## src/rtl/opnd_pkg.sv

```systemverilog
package opnd_pkg;

    localparam int CODE_W = 3;
    localparam int NGPR   = (1 << CODE_W) - 2;
    localparam int NSIDE  = 2;

    localparam logic [CODE_W-1:0] CODE_SPR = '0;
    localparam logic [CODE_W-1:0] CODE_STK = '1;

    typedef enum logic [1:0] {
        STK_HOLD    = 2'd0,
        STK_PUSH    = 2'd1,
        STK_POP     = 2'd2,
        STK_PUSHPOP = 2'd3
    } stk_op_e;

    typedef struct packed {
        logic              en;
        logic [CODE_W-1:0] code;
    } dst_t;

    function automatic logic is_gpr(input logic [CODE_W-1:0] c);
        return (c != CODE_SPR) && (c != CODE_STK);
    endfunction

    function automatic stk_op_e stk_decode(input logic push, input logic pop);
        case ({push, pop})
            2'b10:   return STK_PUSH;
            2'b01:   return STK_POP;
            2'b11:   return STK_PUSHPOP;
            default: return STK_HOLD;
        endcase
    endfunction

endpackage

```

## src/rtl/opnd_gpr_bank.sv

```systemverilog
module opnd_gpr_bank
    import opnd_pkg::*;
#(
    parameter int DW  = 8,
    parameter int NRD = 2
) (
    input  logic                       clk,
    input  logic                       rst,
    input  dst_t                       dst,
    input  logic [DW-1:0]              wr_data,
    input  logic [NRD-1:0][CODE_W-1:0] rd_code,
    output logic [NRD-1:0][DW-1:0]     rd_data
);

    logic [DW-1:0] regs [NGPR];

    for (genvar g = 0; g < NGPR; g++) begin : g_reg
        localparam logic [CODE_W-1:0] MY_CODE = CODE_W'(g + 1);
        always_ff @(posedge clk) begin
            if (rst) begin
                regs[g] <= '0;
            end else if (dst.en && is_gpr(dst.code) && (dst.code == MY_CODE)) begin
                regs[g] <= wr_data;
            end
        end
    end

    for (genvar p = 0; p < NRD; p++) begin : g_port
        always_comb begin
            rd_data[p] = '0;
            for (int i = 0; i < NGPR; i++) begin
                if (rd_code[p] == CODE_W'(i + 1)) begin
                    rd_data[p] = regs[i];
                end
            end
        end
    end

endmodule

```

## src/rtl/opnd_hw_stack.sv

```systemverilog
module opnd_hw_stack
    import opnd_pkg::*;
#(
    parameter int DW    = 8,
    parameter int DEPTH = 6,
    localparam int CNT_W = $clog2(DEPTH + 1)
) (
    input  logic             clk,
    input  logic             rst,
    input  logic             push,
    input  logic             pop,
    input  logic [DW-1:0]    push_data,
    output logic [DW-1:0]    top,
    output logic [CNT_W-1:0] cnt,
    output logic             ovf,
    output logic             unf
);

    logic [DW-1:0] ent [DEPTH];
    stk_op_e       op;
    logic          full;
    logic          empty;

    assign op    = stk_decode(push, pop);
    assign full  = (cnt == CNT_W'(DEPTH));
    assign empty = (cnt == '0);
    assign top   = empty ? '0 : ent[0];

    always_ff @(posedge clk) begin
        if (rst) begin
            for (int i = 0; i < DEPTH; i++) ent[i] <= '0;
            cnt <= '0;
            ovf <= 1'b0;
            unf <= 1'b0;
        end else begin
            case (op)
                STK_PUSH: begin
                    ent[0] <= push_data;
                    for (int i = 1; i < DEPTH; i++) ent[i] <= ent[i-1];
                    if (full) ovf <= 1'b1;
                    else      cnt <= cnt + 1'b1;
                end
                STK_POP: begin
                    if (empty) begin
                        unf <= 1'b1;
                    end else begin
                        for (int i = 0; i < DEPTH - 1; i++) ent[i] <= ent[i+1];
                        ent[DEPTH-1] <= '0;
                        cnt <= cnt - 1'b1;
                    end
                end
                default: begin
                end
            endcase
        end
    end

endmodule

```

## src/rtl/opnd_side_sel.sv

```systemverilog
module opnd_side_sel
    import opnd_pkg::*;
#(
    parameter int DW = 8
) (
    input  logic [CODE_W-1:0] code,
    input  logic              flag_sel,
    input  logic [DW-1:0]     spr,
    input  logic [DW-1:0]     gpr,
    input  logic [DW-1:0]     stk_top,
    input  logic [DW-1:0]     flags,
    output logic [DW-1:0]     opnd
);

    always_comb begin
        if (flag_sel)               opnd = flags;
        else if (code == CODE_SPR)  opnd = spr;
        else if (code == CODE_STK)  opnd = stk_top;
        else                        opnd = gpr;
    end

endmodule

```

## src/rtl/opnd_regfile.sv

```systemverilog
module opnd_regfile
    import opnd_pkg::*;
#(
    parameter int DW        = 8,
    parameter int STK_DEPTH = 6,
    localparam int CNT_W    = $clog2(STK_DEPTH + 1)
) (
    input  logic              clk,
    input  logic              rst,
    input  logic [CODE_W-1:0] rd_a_code,
    input  logic [CODE_W-1:0] rd_b_code,
    input  logic              flag_sel_a,
    input  logic              wr_en,
    input  logic [CODE_W-1:0] wr_code,
    input  logic [DW-1:0]     wr_data,
    input  logic              pop,
    input  logic [NSIDE-1:0]  spr_we,
    input  logic [DW-1:0]     spr_din,
    input  logic              flag_ld,
    input  logic [DW-1:0]     flag_in,
    output logic [DW-1:0]     opnd_a,
    output logic [DW-1:0]     opnd_b,
    output logic              stk_ovf,
    output logic              stk_unf
);

    dst_t                        dst;
    logic [NSIDE-1:0][CODE_W-1:0] side_code;
    logic [NSIDE-1:0][DW-1:0]     side_gpr;
    logic [NSIDE-1:0][DW-1:0]     side_opnd;
    logic [NSIDE-1:0]             side_flag_sel;
    logic [DW-1:0]                spr_q [NSIDE];
    logic [DW-1:0]                flag_q;
    logic [DW-1:0]                stk_top;
    logic [CNT_W-1:0]             stk_cnt;
    logic                         push;

    assign dst.en   = wr_en;
    assign dst.code = wr_code;
    assign push     = wr_en && (wr_code == CODE_STK);

    assign side_code[0]     = rd_a_code;
    assign side_code[1]     = rd_b_code;
    assign side_flag_sel[0] = flag_sel_a;
    assign side_flag_sel[1] = 1'b0;
    assign opnd_a           = side_opnd[0];
    assign opnd_b           = side_opnd[1];

    opnd_gpr_bank #(.DW(DW), .NRD(NSIDE)) u_gpr (
        .clk     (clk),
        .rst     (rst),
        .dst     (dst),
        .wr_data (wr_data),
        .rd_code (side_code),
        .rd_data (side_gpr)
    );

    opnd_hw_stack #(.DW(DW), .DEPTH(STK_DEPTH)) u_stk (
        .clk       (clk),
        .rst       (rst),
        .push      (push),
        .pop       (pop),
        .push_data (wr_data),
        .top       (stk_top),
        .cnt       (stk_cnt),
        .ovf       (stk_ovf),
        .unf       (stk_unf)
    );

    always_ff @(posedge clk) begin
        if (rst)          flag_q <= '0;
        else if (flag_ld) flag_q <= flag_in;
    end

    for (genvar s = 0; s < NSIDE; s++) begin : g_side
        always_ff @(posedge clk) begin
            if (rst)            spr_q[s] <= '0;
            else if (spr_we[s]) spr_q[s] <= spr_din;
        end

        opnd_side_sel #(.DW(DW)) u_sel (
            .code     (side_code[s]),
            .flag_sel (side_flag_sel[s]),
            .spr      (spr_q[s]),
            .gpr      (side_gpr[s]),
            .stk_top  (stk_top),
            .flags    (flag_q),
            .opnd     (side_opnd[s])
        );
    end

endmodule

```

## config.mk

```make
export PLATFORM = sky130hd
export DESIGN_NAME = opnd_regfile
export DESIGN_NICKNAME = d
export VERILOG_FILES = /design/src/rtl/opnd_pkg.sv /design/src/rtl/opnd_gpr_bank.sv /design/src/rtl/opnd_hw_stack.sv /design/src/rtl/opnd_side_sel.sv /design/src/rtl/opnd_regfile.sv
export SDC_FILE = /design/constraint.sdc
export NUM_CORES = 1
export LEC_CHECK = 0
export ABC_AREA = 1
export BUFFER_PORTS_ARGS = -buffer_cell sky130_fd_sc_hd__buf_2
export CAP_MARGIN = 0
export CORE_ASPECT_RATIO = 1.4
export CORE_MARGIN = 8
export CORE_UTILIZATION = 50
export CTS_BUF_LIST = sky130_fd_sc_hd__clkbuf_4 sky130_fd_sc_hd__clkbuf_8 sky130_fd_sc_hd__clkbuf_16
export DETAILED_ROUTE_END_ITERATION = 7
export MAX_ROUTING_LAYER = met4
export PLACE_DENSITY = 0.71
export SLEW_MARGIN = 20
export SYNTH_ARGS = -nofsm -noshare
export SYNTH_HDL_FRONTEND = slang
export SYNTH_HIERARCHICAL = 1
export SYNTH_SLANG_ARGS = --single-unit
```

## constraint.sdc

```tcl
create_clock -name clk -period 2.6 [get_ports clk]
set_input_delay 0.39 -clock clk [delete_from_list [all_inputs] [get_ports clk]]
set_output_delay 0.39 -clock clk [all_outputs]
set_load 0.01 [all_outputs]
```

After elaboration in Yosys (flattened, before gate mapping). Memory sizes are Yosys's and may differ from the RTL's. Cells that the tools add are included. W data, S select, Z words.

RAM bits: 112. Logic and storage cells: 151. Memories: 3. Output and inout port bits: 18. Bits of input ports: 41. Register bits: 13.

Memory list: u_gpr.regs (words 6, width 8, rd ports 6, clocked after Yosys merged registers in 0, write ports 6, RTL line opnd_gpr_bank.sv:15) `logic [DW-1:0] regs [NGPR];`; u_stk.ent (words 6, width 8, rd ports 6, clocked after Yosys merged registers in 0, write ports 6, RTL line opnd_hw_stack.sv:19) `logic [DW-1:0] ent [DEPTH];`; spr_q (words 2, width 8, rd ports 2, clocked after Yosys merged registers in 0, write ports 2, RTL line opnd_regfile.sv:32) `logic [DW-1:0] spr_q [NSIDE];`.

Reductions and logical operators: 17. Add/sub/neg operators: 2. Bitwise gates (word level): 20. Eq/ne operators: 30. Multiplexer cells: 75.

Operators by type and width (number): $mux W8 (38); $eq A3 B3 Y1 const B (13); $mux W1 (33); $or A1 B1 Y1 (20); $eq A3 B2 Y1 const B (6); $eq A3 B1 Y1 const B (3); $logic_and A1 B1 Y1 (9); $logic_not A3 Y1 (3); $eq A2 B2 Y1 const B (3); $mux W3 (2); $pmux W2 S3 (1); $pmux W3 S2 (1); $eq A2 B1 Y1 const B (2); $ne A2 B2 Y1 const B (2); $reduce_and A2 Y1 (2); $add A3 B1 Y3 const B (1); $ne A3 B3 Y1 const B (1); $reduce_and A3 Y1 (1); $reduce_bool A3 Y1 (1); $sub A3 B1 Y3 const B (1); $reduce_bool A2 Y1 (1).

Depth between registers and ports, before layout.
Depth after elaboration: 10. Mapped depth: 15. Gate-level depth less buffers: 15.

Modules after synthesis. The synthesis kept the hierarchy.

Modules (own cells, without submodules): opnd_gpr_bank (seq. area each 1441.4 µm², cells an instance 319, times used 1, area an instance 2672.6 µm²); opnd_hw_stack (seq. area each 1541.5 µm², cells an instance 226, times used 1, area an instance 2621.3 µm²); opnd_regfile (seq. area each 640.6 µm², cells an instance 99, times used 1, area an instance 947.2 µm²); opnd_side_sel (seq. area each 0.0 µm², cells an instance 89, times used 2, area an instance 427.9 µm²).

Least setup slack after synthesis. Ideal clock, no wire load.

Path kind: input to register. Start point: in wr_code[1]. End point: mem u_stk.ent[0][0], enable pin. Setup slack: 0.171 ns. Cell stages on the path: 7. Arrival time: 1.794 ns. Buffers on the path: 0. Required time: 1.966 ns. Library setup time: 0.634 ns. Path through: nand2_1 > nor2_1 > inv_2 > nand2_2 > clkinv_2 > nand2_2 > nand3_1.

RTL lines: start: declaration (RTL line opnd_regfile.sv:14) `input logic [CODE_W-1:0] wr_code,`; end: declaration (RTL line opnd_hw_stack.sv:19).

==> impl_metrics.toml <==
[min_path]
whs_path_depth = 5
hold_class = "input pin to flip-flop"
min_from = "flag_in[1]"

[power_and_ir_drop]
switching_share_pct = 26.7
intPower_mw = 4.31
ir_worst_vdd_mv = 0.530
combPwrFrac_pct = 15.2
pwr-share-clk_pct = 41.9
p_leak_nw = 3.65
power_density_mw_per_mm2 = 722
pwr-share-seq_pct = 42.9
p_total_mw = 5.88
p_sw_mw = 1.57

[drt]
finalWirelength_um = 17900
routedWlPerCell_um = 16.6
dr.pass1.iters = 5
drt_iter0_drc = 442
routed_via_density = 5.27
drc = 0
ant_nets = 0
vias = 5706

[cts]
hold_buffers = 0
post_cts_resized = 0
cts_root_buf = "clkbuf_16"
htree_levels = 4
cts_setup_buffers = 0
cts_tree = "built"
path_clk_slew_ns = 0.06
clk_path_buf_depth = 2
cts_sinks = 125
cts-buffers-inserted = 17
clk_latency_ns = 0.41

[synth]
synth_top_family_by_area = "simple AND/OR/NAND/NOR gates"
synth-simple-area-share_pct = 29.1
ys_warn_count = 6
synth_area_mm2 = 0.00710
async_flop_share_pct = 0
ys_ff_latch = 125
synth_edf_count = 112
yosysMostFrequentCell = "nand2_1"
synth_cell_type_count = 33
synth_top_area_share_pct = 47.4
ys.flop_type = "edfxtp_1"
netlist_top_cells_count = "nand2_1, inv_1, nor2_1"
syn_inst = 822
synth_compound_area_share_pct = 9.11
syn_nets = 864
synthAdderAreaFrac_pct = 0.176
yosysSeqAreaShare_pct = 51.1
synth_area_per_cell_um2 = 8.63
synth_xor_area_share_pct = 0
synth_area_leader_cell = "edfxtp_1"
yosys-top-cells-area = "edfxtp_1, nand2_1, inv_1"
synth_mux_area_share_pct = 0

[sta]
layout_setup_ws_ns = 0.209
fin_setup_tns_ns = 0
setup_viol = 0
tightest_slew_ns = 0.597
hold_violations = 0
relSlewSlack_pct = 60.2
fmax_mhz = 418
min_period_ns = 2.39
slew_violations = 0
rsz0062_at_grt = "false"
holdWs_ns = 0.268
fin_crit_sh_pct = 92.0
fin_skew_ns = 0.00509

[final_layout]
utilization_pct = 58.6
syn2layout_area_growth_pct = 14.8
design_area_mm2 = 0.00815
diodes = 0
n_fill_cell = 1234
finalNonFillerCells = 1082
drive_above_1_share_pct = 20.3
final_nets = 926

[setup_path]
crit_fanout = 17
cp-startpoint = "rd_a_code[2]"
worst-path-buf-inv = 2
worst-path-stages = 12
slowest_delay_ns = 0.39
end_kind = "primary output"
critPathRequiredTime_ns = 2.21
crit_type = "input pin to primary output"
path_cells = "buf_2, nand2_1, nor2_4, nand2_1, nand2_1, nor2_1, nand3_1, nand2_1, nand3_1, nand2_1, nand2_1, buf_2"
crit_family = "simple AND/OR/NAND/NOR gates"
slowest_stage = "buf_2"
arrival_ns = 2.00
reg2regPathDepth = 5
path_common_cell = "nand2_1"
r2r-start = "u_stk/cnt[0]$_SDFFE_PP0P_"
start_kind = "input pin"

[place]
dp_hpwl_um = 13400
dp_slack_ns = 0.260
dp.cells = 1050
numPortBuffers = 58
place_congestion = 0.948
dpl_cell_area_mm2 = 0.00752

[die]
die-area_mm2 = 0.0183
ios = 59
die_w_um = 117
die_h_um = 157
num_rows = 51
start_util_pct = 51.0
core_area_mm2 = 0.0139

[flow_run]
max_cap_violations = 0

[grt]
grt_pass1_wl_um = 28200
grt_pass1_vias = 5610
grt_antenna_before_repair = 0
grt_max_degree = 41
grt_usage_pct = 20.7
grt-ovfl-total = 0

[run_status]
status = "completed"
-- power by group through the flow --
stage          clock network [mW]  logic [mW]  registers [mW]
2_1_floorplan                   0       0.634            2.53
3_3_place_gp                    0       0.879            2.56
3_5_place_dp                    0       0.889            2.56
4_1_cts                      2.49       0.898            2.52
5_1_grt                      2.58       0.990            2.54
6_report                     2.46       0.896            2.52
-- cell families after synthesis --
family | count (synthesis)
and+or+nand+nor | 455
buffers and inverters | 169
DFF | 125
AOI/OAI and AO/OA | 71
adders and majority gates | 1
other | 1
-- layer usage --
| layer | vias to the layer above | wire length [um] | global-route usage (%) |
|---|---|---|---|
| li1 | 2809 | - | - |
| met1 | 2650 | 6850 | 22.5 |
| met2 | 197 | 9420 | 35.5 |
| met3 | 50 | 895 | 3.11 |
| met4 | 0 | 752 | 11.6 |
| met5 | - | 0 | - |
-- registers in the layout, indices dropped and copies added, names as in the netlist --
register	flops
flag_q	8
spr_q	16
u_gpr/regs	48
u_stk/cnt	3
u_stk/ent	48
u_stk/ovf	1
u_stk/unf	1
-- placed cells by master (no fill, tap or decap), drive strengths merged --
cell	n
edfxtp	112
nand3b	1
a21oi	10
clkinvlp	2
nand2	204
o22ai	35
inv	145
o21ai	19
bufinv	4
nand4	32
conb	1
o211ai	6
nor3	5
o31ai	1
buf	68
clkbuf	18
ha	1
nand3	66
nor2	138
or2	6
clkinv	7
dfxtp	13
and2	3
-- worst min-delay path, cell delays in order --
cell and delay, ns:
buf_2 0.07, inv_1 0.03, nand2_1 0.04, nand2_1 0.04
nor2_1 0.07
-- worst paths after layout --
path / endpoint / slack, ns
worst max-delay path: opnd_a[4] / 0.21
worst min register to register: u_stk/ovf$_SDFFE_PP0P_ / 0.45
worst min-delay path: flag_q[1]$_SDFFE_PP0P_ / 0.27
worst max register to register: u_stk/ent[4][0]$_SDFFCE_PN0P_ / 1.12
-- cell type report --
cell class	instances	area, um2	area share (%)
clock buffer	18	433	5.31
inverter	144	542	6.65
sequential	125	3620	44.5
clock inverter	14	191	2.35
tap	185	231	2.84
timing repair buffer	68	390	4.79
multi-input combinational	528	2740	33.6
Note: power is estimated with default switching activity, not from simulation.
